## src/rtl/dec_text_pkg.sv

```systemverilog
package dec_text_pkg;

   typedef enum logic [1:0] {
      ST_IDLE = 2'd0,
      ST_TERM = 2'd1,
      ST_DIV  = 2'd2
   } conv_state_e;

   // upper bound on decimal digits of a w-bit unsigned value (log10(2) ~ 0.30103)
   function automatic int dec_digits(input int w);
      return (w * 30103 + 99999) / 100000;
   endfunction

endpackage

```

## src/rtl/dec_text_div10.sv

```systemverilog
module dec_text_div10 #(
   parameter int VAL_W = 32,
   parameter int STEP  = 4
) (
   input  logic             clk,
   input  logic             rst_n,
   input  logic             go_i,
   input  logic [VAL_W-1:0] arg_i,
   output logic             done_o,
   output logic [VAL_W-1:0] quot_o,
   output logic [3:0]       rem_o
);
   localparam int STEPS = VAL_W / STEP;
   localparam int CW    = $clog2(STEPS + 1);

   if (VAL_W % STEP != 0) begin : g_bad_step
      $error("VAL_W must be a multiple of STEP");
   end
   if (STEP < 1 || STEP > VAL_W) begin : g_bad_range
      $error("STEP out of range");
   end

   logic [VAL_W-1:0] work_q, work_n;
   logic [3:0]       rem_q, rem_n;
   logic [CW-1:0]    cnt_q;
   logic             done_q;
   logic [4:0]       trial;

   // restoring division by ten, STEP dividend bits per clock
   always_comb begin
      work_n = work_q;
      rem_n  = rem_q;
      trial  = '0;
      for (int i = 0; i < STEP; i++) begin
         trial  = {rem_n, work_n[VAL_W-1]};
         work_n = {work_n[VAL_W-2:0], 1'b0};
         if (trial >= 5'd10) begin
            rem_n     = 4'(trial - 5'd10);
            work_n[0] = 1'b1;
         end else begin
            rem_n = trial[3:0];
         end
      end
   end

   always_ff @(posedge clk or negedge rst_n) begin
      if (!rst_n) begin
         work_q <= '0;
         rem_q  <= '0;
         cnt_q  <= '0;
         done_q <= 1'b0;
      end else begin
         done_q <= 1'b0;
         if (go_i) begin
            work_q <= arg_i;
            rem_q  <= '0;
            cnt_q  <= CW'(STEPS);
         end else if (cnt_q != '0) begin
            work_q <= work_n;
            rem_q  <= rem_n;
            cnt_q  <= cnt_q - 1'b1;
            if (cnt_q == CW'(1)) done_q <= 1'b1;
         end
      end
   end

   assign done_o = done_q;
   assign quot_o = work_q;
   assign rem_o  = rem_q;

   p_rem_below_ten_r3: assert property (@(posedge clk) disable iff (!rst_n)
      done_o |-> (rem_o < 4'd10));

   p_done_single_div_r7: assert property (@(posedge clk) disable iff (!rst_n)
      done_o |=> !done_o);

endmodule

```

## src/rtl/dec_text_seq.sv

```systemverilog
module dec_text_seq
   import dec_text_pkg::*;
#(
   parameter int VAL_W   = 32,
   parameter int BUF_LEN = 12,
   parameter int STEP    = 4,
   parameter int AW      = $clog2(BUF_LEN)
) (
   input  logic             clk,
   input  logic             rst_n,
   input  logic             start_i,
   input  logic [VAL_W-1:0] value_i,
   input  logic             div_done_i,
   input  logic [VAL_W-1:0] div_quot_i,
   input  logic [3:0]       div_rem_i,
   output logic             div_go_o,
   output logic [VAL_W-1:0] div_arg_o,
   output logic             wr_en_o,
   output logic [AW-1:0]    wr_addr_o,
   output logic [7:0]       wr_data_o,
   output logic             done_o,
   output logic [AW-1:0]    first_idx_o,
   output logic             busy_o
);
   localparam int         STEPS   = VAL_W / STEP;
   localparam int         LW      = $clog2(STEPS + 2);
   localparam int         DIG_MAX = dec_digits(VAL_W);
   localparam logic [AW-1:0] LAST = AW'(BUF_LEN - 1);

   conv_state_e      state_q;
   logic [AW-1:0]    ptr_q;
   logic [VAL_W-1:0] val_q;
   logic             quot_zero;

   assign quot_zero = (div_quot_i == '0);

   always_comb begin
      div_go_o    = 1'b0;
      div_arg_o   = val_q;
      wr_en_o     = 1'b0;
      wr_addr_o   = LAST;
      wr_data_o   = 8'h00;
      done_o      = 1'b0;
      first_idx_o = ptr_q;
      case (state_q)
         ST_TERM: begin
            wr_en_o  = 1'b1;
            div_go_o = 1'b1;
         end
         ST_DIV: begin
            if (div_done_i) begin
               wr_en_o   = 1'b1;
               wr_addr_o = ptr_q;
               wr_data_o = 8'h30 + {4'h0, div_rem_i};
               if (quot_zero) begin
                  done_o = 1'b1;
               end else begin
                  div_go_o  = 1'b1;
                  div_arg_o = div_quot_i;
               end
            end
         end
         default: ;
      endcase
   end

   always_ff @(posedge clk or negedge rst_n) begin
      if (!rst_n) begin
         state_q <= ST_IDLE;
         ptr_q   <= LAST;
         val_q   <= '0;
      end else begin
         case (state_q)
            ST_IDLE: if (start_i) begin
               val_q   <= value_i;
               state_q <= ST_TERM;
            end
            ST_TERM: begin
               ptr_q   <= LAST - 1'b1;
               state_q <= ST_DIV;
            end
            ST_DIV: if (div_done_i) begin
               if (quot_zero) state_q <= ST_IDLE;
               else           ptr_q   <= ptr_q - 1'b1;
            end
            default: state_q <= ST_IDLE;
         endcase
      end
   end

   assign busy_o = (state_q != ST_IDLE);

   // cycles since the last divider launch, for the latency bound
   logic [LW-1:0] lat_q;
   always_ff @(posedge clk or negedge rst_n) begin
      if (!rst_n)                                 lat_q <= '0;
      else if (div_go_o)                          lat_q <= '0;
      else if (state_q == ST_DIV && lat_q <= LW'(STEPS)) lat_q <= lat_q + 1'b1;
   end

   p_term_first_r2: assert property (@(posedge clk) disable iff (!rst_n)
      $rose(busy_o) |-> (wr_en_o && wr_addr_o == LAST && wr_data_o == 8'h00));

   p_digit_ascii_r3: assert property (@(posedge clk) disable iff (!rst_n)
      (wr_en_o && !$rose(busy_o)) |-> (wr_data_o >= 8'h30 && wr_data_o <= 8'h39));

   p_index_floor_r6: assert property (@(posedge clk) disable iff (!rst_n)
      wr_en_o |-> (int'(wr_addr_o) >= BUF_LEN - 1 - DIG_MAX));

   p_done_with_write_r7: assert property (@(posedge clk) disable iff (!rst_n)
      done_o |-> (wr_en_o && first_idx_o == wr_addr_o));

   p_done_pulse_r7: assert property (@(posedge clk) disable iff (!rst_n)
      done_o |=> (!done_o && !busy_o));

   p_busy_hold_r8: assert property (@(posedge clk) disable iff (!rst_n)
      (busy_o && !done_o) |=> busy_o);

   p_digit_latency_r9: assert property (@(posedge clk) disable iff (!rst_n)
      (state_q == ST_DIV) |-> (lat_q <= LW'(STEPS)));

endmodule

```

## src/rtl/dec_text_conv.sv

```systemverilog
module dec_text_conv
   import dec_text_pkg::*;
#(
   parameter int VAL_W   = 32,
   parameter int BUF_LEN = 12,
   parameter int STEP    = 4,
   parameter int AW      = $clog2(BUF_LEN)
) (
   input  logic             clk,
   input  logic             rst_n,
   input  logic             start_i,
   input  logic [VAL_W-1:0] value_i,
   output logic             wr_en_o,
   output logic [AW-1:0]    wr_addr_o,
   output logic [7:0]       wr_data_o,
   output logic             done_o,
   output logic [AW-1:0]    first_idx_o,
   output logic             busy_o
);
   localparam int DIG_MAX = dec_digits(VAL_W);

   if (BUF_LEN < DIG_MAX + 1) begin : g_short_buf
      $error("buffer cannot hold the widest value plus terminator");
   end
   if (AW < $clog2(BUF_LEN)) begin : g_narrow_addr
      $error("AW too narrow for BUF_LEN");
   end

   logic             div_go, div_done;
   logic [VAL_W-1:0] div_arg, div_quot;
   logic [3:0]       div_rem;

   dec_text_div10 #(.VAL_W(VAL_W), .STEP(STEP)) u_div (
      .clk    (clk),
      .rst_n  (rst_n),
      .go_i   (div_go),
      .arg_i  (div_arg),
      .done_o (div_done),
      .quot_o (div_quot),
      .rem_o  (div_rem)
   );

   dec_text_seq #(.VAL_W(VAL_W), .BUF_LEN(BUF_LEN), .STEP(STEP), .AW(AW)) u_seq (
      .clk         (clk),
      .rst_n       (rst_n),
      .start_i     (start_i),
      .value_i     (value_i),
      .div_done_i  (div_done),
      .div_quot_i  (div_quot),
      .div_rem_i   (div_rem),
      .div_go_o    (div_go),
      .div_arg_o   (div_arg),
      .wr_en_o     (wr_en_o),
      .wr_addr_o   (wr_addr_o),
      .wr_data_o   (wr_data_o),
      .done_o      (done_o),
      .first_idx_o (first_idx_o),
      .busy_o      (busy_o)
   );

endmodule

```

## config.mk

```make
export PLATFORM = sky130hd
export DESIGN_NAME = dec_text_conv
export DESIGN_NICKNAME = d
export VERILOG_FILES = /design/src/rtl/dec_text_pkg.sv /design/src/rtl/dec_text_div10.sv /design/src/rtl/dec_text_seq.sv /design/src/rtl/dec_text_conv.sv
export SDC_FILE = /design/constraint.sdc
export NUM_CORES = 1
export LEC_CHECK = 0
export ABC_AREA = 1
export BUFFER_PORTS_ARGS = -buffer_cell sky130_fd_sc_hd__buf_4
export CAP_MARGIN = 15
export CORE_MARGIN = 2
export CORE_UTILIZATION = 35
export CTS_CLUSTER_DIAMETER = 80
export DETAILED_ROUTE_END_ITERATION = 6
export SYNTH_ARGS = -nofsm -noshare
export SYNTH_HDL_FRONTEND = slang
export SYNTH_SLANG_ARGS = --single-unit
```

## constraint.sdc

```tcl
create_clock -name clk -period 4 [get_ports clk]
set_input_delay 0.4 -clock clk [delete_from_list [all_inputs] [get_ports clk]]
set_output_delay 0.4 -clock clk [all_outputs]
set_load 0.1 [all_outputs]
```

==> metrics.md, run 1 <==
| Metric | Value |
|---|---|
| Mapped Area | `0.00400 mm2` |
| Skew final | `slightly below 0.006 ns` |
| I/O Buffers | `51` |
| Final Hold Viols | `0` |
| Vias/cell | `approximately 4.8` |
| Commonest cells after routing, fill and taps aside | `nor2_1 (79), dfrtp_1 (76), nand2_1 (71)` |
| Antenna violations before repair | `0` |
| PD cells | `around 1000 mW/mm2` |
| DRC viols | `0` |
| Clock sink total | `79` |
| RSZ-0062 raised after global routing | `false` |
| Initial DRC count | `135` |
| Int Power | `between 2 and 3 mW` |
| Area grow syn2layout | `21.0%` |
| DPL Wire Length | `5730 um` |
| Largest net degree at the start of global routing | `80` |
| Htree depth | `3` |
| Max Root-Sink Buffers | `2` |
| Crit share post-route | `85.3%` |
| Final slew viol count | `0` |
| Number of synthesized register bits | `~80` |
| Mean Syn Cell Area | `just over 9 um2` |
| Reg power frac | `a little under a third` |
| WL per Instance | `between 10 and 15 um` |
| Clock Power Share | `18.7%` |
| Worst Hold Class | `input port to async pin` |
| Layout cells sized above 1 | `26.4%` |
| CP dominant cell by count | `nand2_2` |
| Setup Buffers After CTS | `0` |
| Post-Place Cells | `just over 600` |
| Placement Rows | `39` |
| Peak supply drop | `between 300 and 400 uV` |
| Worst EP arrival | `3.63 ns` |
| Synth unique cells | `33` |
| Post-layout min period | `around 3.4 ns` |
| Switching Share | `43.7%` |
| Final setup fails | `0` |
| DIE HEIGHT | `between 100 and 150 um` |
| Detailed-route wire length | `slightly above 8000 um` |
| Gr usage total | `14.1%` |
| Static Leak | `about 2.2 nW` |
| Req. time, crit path | `between 4 and 5 ns` |
| Vias | `roughly 3.0k` |
| Fmax achieved | `roughly 0.29 GHz` |
| Comb pwr share | `between 50% and 60%` |
| Clock-pin slew on the worst setup and hold paths | `0.06 ns` |
| Final #Nets | `between 500 and 600` |
| Die X | `111 um` |
| Synth warnings | `0` |
| Crit path buf inv count | `7` |
| GRT overflow | `0` |
| DIE AREA | `roughly 0.012 mm2` |
| Ant diodes | `0` |
| Critical-path top delay cell | `dfrtp_1` |
| Routability Congestion | `about 0.78` |
| Non-Filler Instances | `about 640` |
| Result of the run | `completed` |
| Number of cells on the critical path | `29` |
| Resize count post-CTS | `0` |
| DR pass1 iterations | `4` |
| Antenna-violating nets left | `0` |
| MaxCap Viol Count | `0` |
| Worst-Skew Late Latency | `roughly 0.33 ns` |
| Max transition margin | `roughly 35%` |
| Initial Util | `a little over a third` |
| R2R cell count | `29` |
| Register area share after synthesis | `about half` |
| Worst-margin pin slew | `0.981 ns` |
| Element type at the critical path end | `flop` |
| First-pass GRT wire length | `14,200 um` |
| CTS tree | `built` |
| Max incr delay on CP | `roughly 0.38 ns` |
| Io pins | `54` |
| Cells after Synth | `between 400 and 500` |
| Fillers | `between 1k and 1.5k` |
| Placeable Area | `about 0.011 mm2` |
| Switch Pwr | `between 2 and 2.5 mW` |
| Root Buffer | `clkbuf_16` |
| Worst Setup Start Kind | `flop` |
| Largest delay share family, worst path | `simple AND/OR/NAND/NOR gates` |
| Setup Crit Path Kind | `flop to flop` |
| TNS Setup | `0 ns` |
| Cts hold-fix bufs | `0` |
| Commonest non-fill, non-tap cell in the layout | `nor2_1` |
| Vias in the first global route | `roughly 3k` |
| Crit path max fanout | `4` |
| Cts bufs inserted | `9` |
-- metal layers --
metal  wire length [um]  share of wire [%]  vias up  global-route usage, %
met4                140                1.7        0                   6.75
li1                   -                  -     1555                      -
met3                218                2.7        9                   2.13
met5                  0                  0        -                      0
met2               3760                 47       42                   22.5
met1               3950                 49     1427                   18.9
-- cells in the mapped netlist (all sizes together) --
cell type | number | area share [%]
nand2 | 86 | 9.5
nor2 | 83 | 8.2
dfrtp | 76 | 47
inv | 35 | 3.3
mux2 | 28 | 7.9
o31ai | 28 | 5.2
nand3 | 22 | 3.7
o21ai | 19 | 2.5
buf | 13 | 1.9
ha | 11 | 3.4
nor4 | 8 | 1.3
a21oi | 7 | 0.87
clkbuf | 5 | 0.47
clkinv | 3 | 0.37
dfstp | 3 | 2.0
a31oi | 2 | 0.31
nand4 | 2 | 0.31
nor3 | 2 | 0.25
o22ai | 2 | 0.31
a21boi | 1 | 0.19
conb | 1 | 0.094
xnor2 | 1 | 0.22
xor2 | 1 | 0.22
-- per-stage QoR --
stage          hold WS [ns]  area [um2]  util, %  power, mW  setup WS [ns]
6_report              0.245        4840     43.0       5.00          0.588
5_1_grt               0.291        4840     43.0       5.48          0.219
4_1_cts               0.277        4840     43.0       5.07          0.579
3_5_place_dp          0.493        4500     39.9       4.10          0.599
3_3_place_gp          0.482        4500     39.9       4.02          0.778
2_1_floorplan         0.104        4010        -       3.58          0.568
-- sequential cells by signal (all words and copies together), names as in the netlist --
| name | cells |
|---|---|
| u_seq.state_q | 2 |
| u_div.rem_o | 4 |
| u_div.cnt_q | 4 |
| u_div.quot_o | 32 |
| u_div.done_o | 1 |
| u_seq.first_idx_o | 4 |
| u_seq.val_q | 32 |
-- power groups by stage --
| stage | registers, mW | logic (mW) | clock network [mW] |
|---|---|---|---|
| after global routing | 1.57 | 2.92 | 0.988 |
| after CTS | 1.53 | 2.58 | 0.952 |
| after detailed placement | 1.54 | 2.57 | 0 |
| final | 1.52 | 2.54 | 0.933 |
| after floorplan | 1.51 | 2.07 | 0 |
| after global placement | 1.53 | 2.49 | 0 |
-- cells by family after synthesis --
kind of cell / share of synthesized area [%]
muxes: 7.87
AOI/OAI and AO/OA: 9.41
buffers and inverters: 6.06
xor gates and xnor gates: 0.438
DFF: 49.5
other: 0.0937
and+or+nand+nor: 23.2
adders and majority gates: 3.44
-- layout make-up --
type	count	area (um2)	area share (%)
clock inverters	3	90.1	1.86
clock buffers	13	250	5.17
flip-flops and latches	79	1980	40.9
multi-input cells	305	1780	36.8
repair buffers	55	413	8.52
inverters	38	146	3.02
well taps	143	179	3.69
-- worst reg2reg max path: cells and delay by family (launching register included) --
kind,cells,cell delay [ns]
adder cells (fa/ha/maj),4,0.79
buffers and inverters,7,0.51
flip-flops,1,0.38
AND/OR/NAND/NOR,18,1.61
-- worst paths after layout --
check	from	to	slack [ns]
worst max-delay path	u_div.rem_o[1]	u_div.rem_o[1]	0.59
worst min-delay path	rst_n	u_seq.val_q[9]	0.25
worst max register to register	u_div.rem_o[1]	u_div.rem_o[1]	0.59
worst min register to register	u_seq.first_idx_o[3]	u_seq.first_idx_o[3]	0.50
max in group asynchronous	rst_n	u_seq.val_q[25]	3.14
min in group clk	value_i[12]	u_seq.val_q[12]	0.30
No activity file was read; power rests on OpenSTA's default activity.
==> inputs of run 2 (changes only) <==
--- a/config.mk
+++ b/config.mk
@@ -5,8 +5,7 @@
 export SDC_FILE = /design/constraint.sdc
 export NUM_CORES = 1
 export LEC_CHECK = 0
-export ABC_AREA = 1
-export BUFFER_PORTS_ARGS = -buffer_cell sky130_fd_sc_hd__buf_4
+export BUFFER_PORTS_ARGS = -buffer_cell sky130_fd_sc_hd__buf_2
 export CAP_MARGIN = 15
 export CORE_MARGIN = 2
 export CORE_UTILIZATION = 35
==> constraint.sdc (replaced) <==
create_clock -name clk -period 3.11 [get_ports clk]
set_input_delay 0.311 -clock clk [delete_from_list [all_inputs] [get_ports clk]]
set_output_delay 0.311 -clock clk [all_outputs]
set_load 0.1 [all_outputs]
==> run 2 against run 1 <==
The run now ends with negative setup slack left. First-iteration DRC count is 8.9% higher. Area after synthesis is 4.7% higher. Clock skew hardly changed. Global-route usage is 1.2 points higher. Count of clock-buffer cells in the layout is 1 higher. Cell count is 0.16% lower. Synthesized cell count is 8.2% lower. Utilization is 3.0 points higher. Die area is 4.6% higher. Register-to-register slack worse by 0.84 ns. Critical path type unchanged.
==> metrics.md, run 2 <==
| Metric | Value |
|---|---|
| Result of the run | `complete, but fails checks (was completed)` |
| Failing checks | `negative setup slack` |
| Area share of the largest cell type after synthesis | `45.3% (was 47.5%)` |
| DRC viols | `0 (unchanged)` |
| Gr usage total | `15.3% (was 14.1%)` |
| DIE AREA | `0.0129 mm2 (was 0.0123 mm2)` |
| Post-synth EDFFs | `0 (unchanged)` |
| Initial Util | `36.3% (was 35.5%)` |
| Placeable Area | `0.0116 mm2 (was 0.0113 mm2)` |
| Die X | `113 um (was 111 um)` |
| Area grow syn2layout | `26.7% (was 21.0%)` |
| Worst-margin pin slew | `0.971 ns (was 0.981 ns)` |
| Placement Rows | `39 (unchanged)` |
| Fillers | `1,064 (was 1,120)` |
| Max transition margin | `35.3% (was 34.6%)` |
| WL met2 | `4510 um (was 3760 um)` |
| TNS Setup | `-0.818 ns (was 0 ns)` |
| Register area share after synthesis | `47.2% (was 49.5%)` |
| Post-layout min period | `3.36 ns (was 3.41 ns)` |
| Htree depth | `3 (unchanged)` |
| Initial DRC count | `147 (was 135)` |
| FFs w/ async S/R, synth | `100% (unchanged)` |
| Number of synthesized register bits | `79 (unchanged)` |
| Fmax achieved | `0.298 GHz (was 0.293 GHz)` |
| Antenna violations before repair | `0 (unchanged)` |
| First-pass GRT wire length | `16,100 um (was 14,200 um)` |
| Routability Congestion | `0.807 (was 0.776)` |
| Placement-stage cell area | `0.00489 mm2 (was 0.00450 mm2)` |
| WL met1 | `4350 um (was 3950 um)` |
| Mapped Area | `0.00419 mm2 (was 0.00400 mm2)` |
| Reg2reg end | `u_div.rem_o[1] (unchanged)` |
| DPL Wire Length | `6590 um (was 5730 um)` |
| Skew final | `0.00568 ns (was 0.00590 ns)` |
| Io pins | `54 (unchanged)` |
| Post-layout util | `45.9% (was 43.0%)` |
| DIE HEIGHT | `113 um (was 111 um)` |
| Synth warnings | `0 (unchanged)` |
| Vias in the first global route | `3,324 (was 3,080)` |
| Commonest non-fill, non-tap cell in the layout | `dfrtp_1 (was nor2_1)` |
| Final slew viol count | `0 (unchanged)` |
| Final setup fails | `4 (was 0)` |
| GRT overflow | `0 (unchanged)` |
| DR pass1 iterations | `6 (was 4)` |
| Cts bufs inserted | `9 (unchanged)` |
| Worst Setup Start Kind | `flop (unchanged)` |
| Design area | `0.00531 mm2 (was 0.00484 mm2)` |
| MaxCap Viol Count | `0 (unchanged)` |
| Largest net degree at the start of global routing | `80 (unchanged)` |
| Antenna-violating nets left | `0 (unchanged)` |
| Clock-pin slew on the worst setup and hold paths | `0.06 ns (about the same)` |
| WL per Instance | `14.6 um (was 12.7 um)` |
| R2R cell count | `19 (was 29)` |
| Most used DFF post-synth | `dfrtp_1 (unchanged)` |
| Cell with the most instances after synthesis | `dfrtp_1 (was nor2_1)` |
| Vias/cell | `5.16 (was 4.77)` |
| I/O Buffers | `51 (unchanged)` |
| RR Startpoint | `u_div.rem_o[0] (was u_div.rem_o[1])` |
| Synth area leader | `dfrtp_1 (unchanged)` |
| Post-synth top cells | `dfrtp_1 (76), nand2_1 (52), o21ai_0 (41) (was nor2_1 (79), dfrtp_1 (76), nand2_1 (71))` |
| Setup Crit Path Kind | `flop to flop (unchanged)` |
| Ant diodes | `0 (unchanged)` |
| DR top layer | `met4 (unchanged)` |
| CTS tree | `built (unchanged)` |
| Worst EP arrival | `3.61 ns (was 3.63 ns)` |
| Final Hold Viols | `0 (unchanged)` |
| Worst-Skew Late Latency | `0.33 ns (about the same)` |
| Crit path max fanout | `6 (was 4)` |
| Worst setup startpoint | `u_div.rem_o[0] (was u_div.rem_o[1])` |
| Cells after Synth | `403 (was 439)` |
| Clock sink total | `79 (unchanged)` |
| Vias | `3,278 (was 3,033)` |
| Detailed-route wire length | `9300 um (was 8070 um)` |
| Reg2reg setup slack | `-0.25 ns (was 0.59 ns)` |
| Top cells by area, synth | `dfrtp_1 (45%), mux2_2 (9.1%), mux2i_1 (6.9%), o21ai_0 (4.9%), nand2_1 (4.7%) (was dfrtp_1 (48%), mux2_2 (7.9%), nor2_1 (7.4%), nand2_1 (6.7%), o31ai_1 (5.3%))` |
| Commonest cells after routing, fill and taps aside | `dfrtp_1 (76), nand2_1 (51), buf_2 (50) (was nor2_1 (79), dfrtp_1 (76), nand2_1 (71))` |
| Root Buffer | `clkbuf_16 (unchanged)` |
| Layout cells sized above 1 | `36.8% (was 26.4%)` |
| Final #Nets | `533 (was 534)` |
| Crit share post-route | `108% (was 85.3%)` |
| RSZ-0062 raised after global routing | `true (was false)` |
| Met3 WL | `356 um (was 218 um)` |
| Worst setup margin | `-0.248 ns (was 0.588 ns)` |
| Element type at the critical path end | `flop (unchanged)` |
| Worst Hold Class | `input port to async pin (unchanged)` |
| Req. time, crit path | `3.36 ns (was 4.22 ns)` |
| Max Root-Sink Buffers | `2 (unchanged)` |
| DP Worst Slack | `-0.346 ns (was 0.599 ns)` |
| Synth unique cells | `61 (was 33)` |
| Mean Syn Cell Area | `10.4 um2 (was 9.12 um2)` |
[run 2: cell count changes after synthesis, moves of 10 or more]
cell,delta
nor2_1,-65
mux2i_1,+29
o21ai_0,+28
o31ai_1,-27
nand2_1,-19
inv_1,-15
a21oi_1,+13
nand3_1,-13
nand2_2,-10
[run 2: worst max-delay path: stages (launching register included)]
cell      delay [ns]
dfrtp_1         0.37
inv_2           0.06
ha_4            0.16
and2b_4         0.26
o221ai_4        0.11
ha_4            0.18
buf_6           0.11
a211oi_4        0.25
o21ai_2         0.11
o31a_1          0.15
ha_4            0.19
inv_4           0.05
a21oi_2         0.03
a211o_1         0.24
a21o_1          0.20
nand2_2         0.08
ha_4            0.17
nand3_2         0.08
or3_1           0.31
a31oi_1         0.17
[run 2: final cells by class]
class                      count  area, um2  area share, %
sequential                    79       1980           37.3
timing repair buffer          93        606           11.4
multi-input combinational    287       2180           41.0
clock inverter                 2       38.8          0.730
clock buffer                  14        264           4.97
inverter                      17       66.3           1.25
tap                          143        179           3.37
[run 2: cells by family (layout without fill, tap and decap cells)]
kind of cell | after synthesis | in the layout | share of synthesized area [%]
DFF | 79 | 79 | 47.2
adders and majority gates | 11 | 11 | 3.28
xor gates and xnor gates | 3 | 3 | 0.627
other | 1 | 2 | 0.0894
AOI/OAI and AO/OA | 93 | 93 | 14.8
buffers and inverters | 38 | 126 | 4.24
muxes | 65 | 65 | 16.7
and+or+nand+nor | 113 | 113 | 13.0
[run 2: timing repair]
item,4_1_cts,5_1_grt
setup buffers,5,1
resized for setup,13,5
pin swaps,15,2
endpoints found under the hold margin,0,0
setup endpoints to repair,4,4
hold buffers,0,0
[run 2: metal layers]
layer / vias to the layer above / global-route usage [%]
li1: 1606 / -
met1: 1597 / 20.5
met2: 65 / 25.7
met3: 10 / 3.51
met4: 0 / 3.41
met5: - / 0
[run 2: how the worst max path moves through the flow]
stage	to	slack, ns	cells after the start
finish	u_div.rem_o[1]	-0.25	19
global route	u_div.quot_o[0]	-0.43	20
CTS	u_div.rem_o[1]	-0.24	19
detailed placement	u_div.rem_o[1]	-0.35	19
global placement	u_div.rem_o[2]	-0.26	19
floorplan	u_div.rem_o[1]	-0.60	18
[run 2: metrics by stage]
stage	hold slack, ns	instances
final	0.129	635
after global routing	0.203	635
after CTS	0.179	634
after detailed placement	0.498	613
after global placement	0.484	613
after floorplan	0.0154	404
Power of run 2 is not shown: default switching activity piles up to over one toggle a cycle in this logic, so the estimate is an artifact.
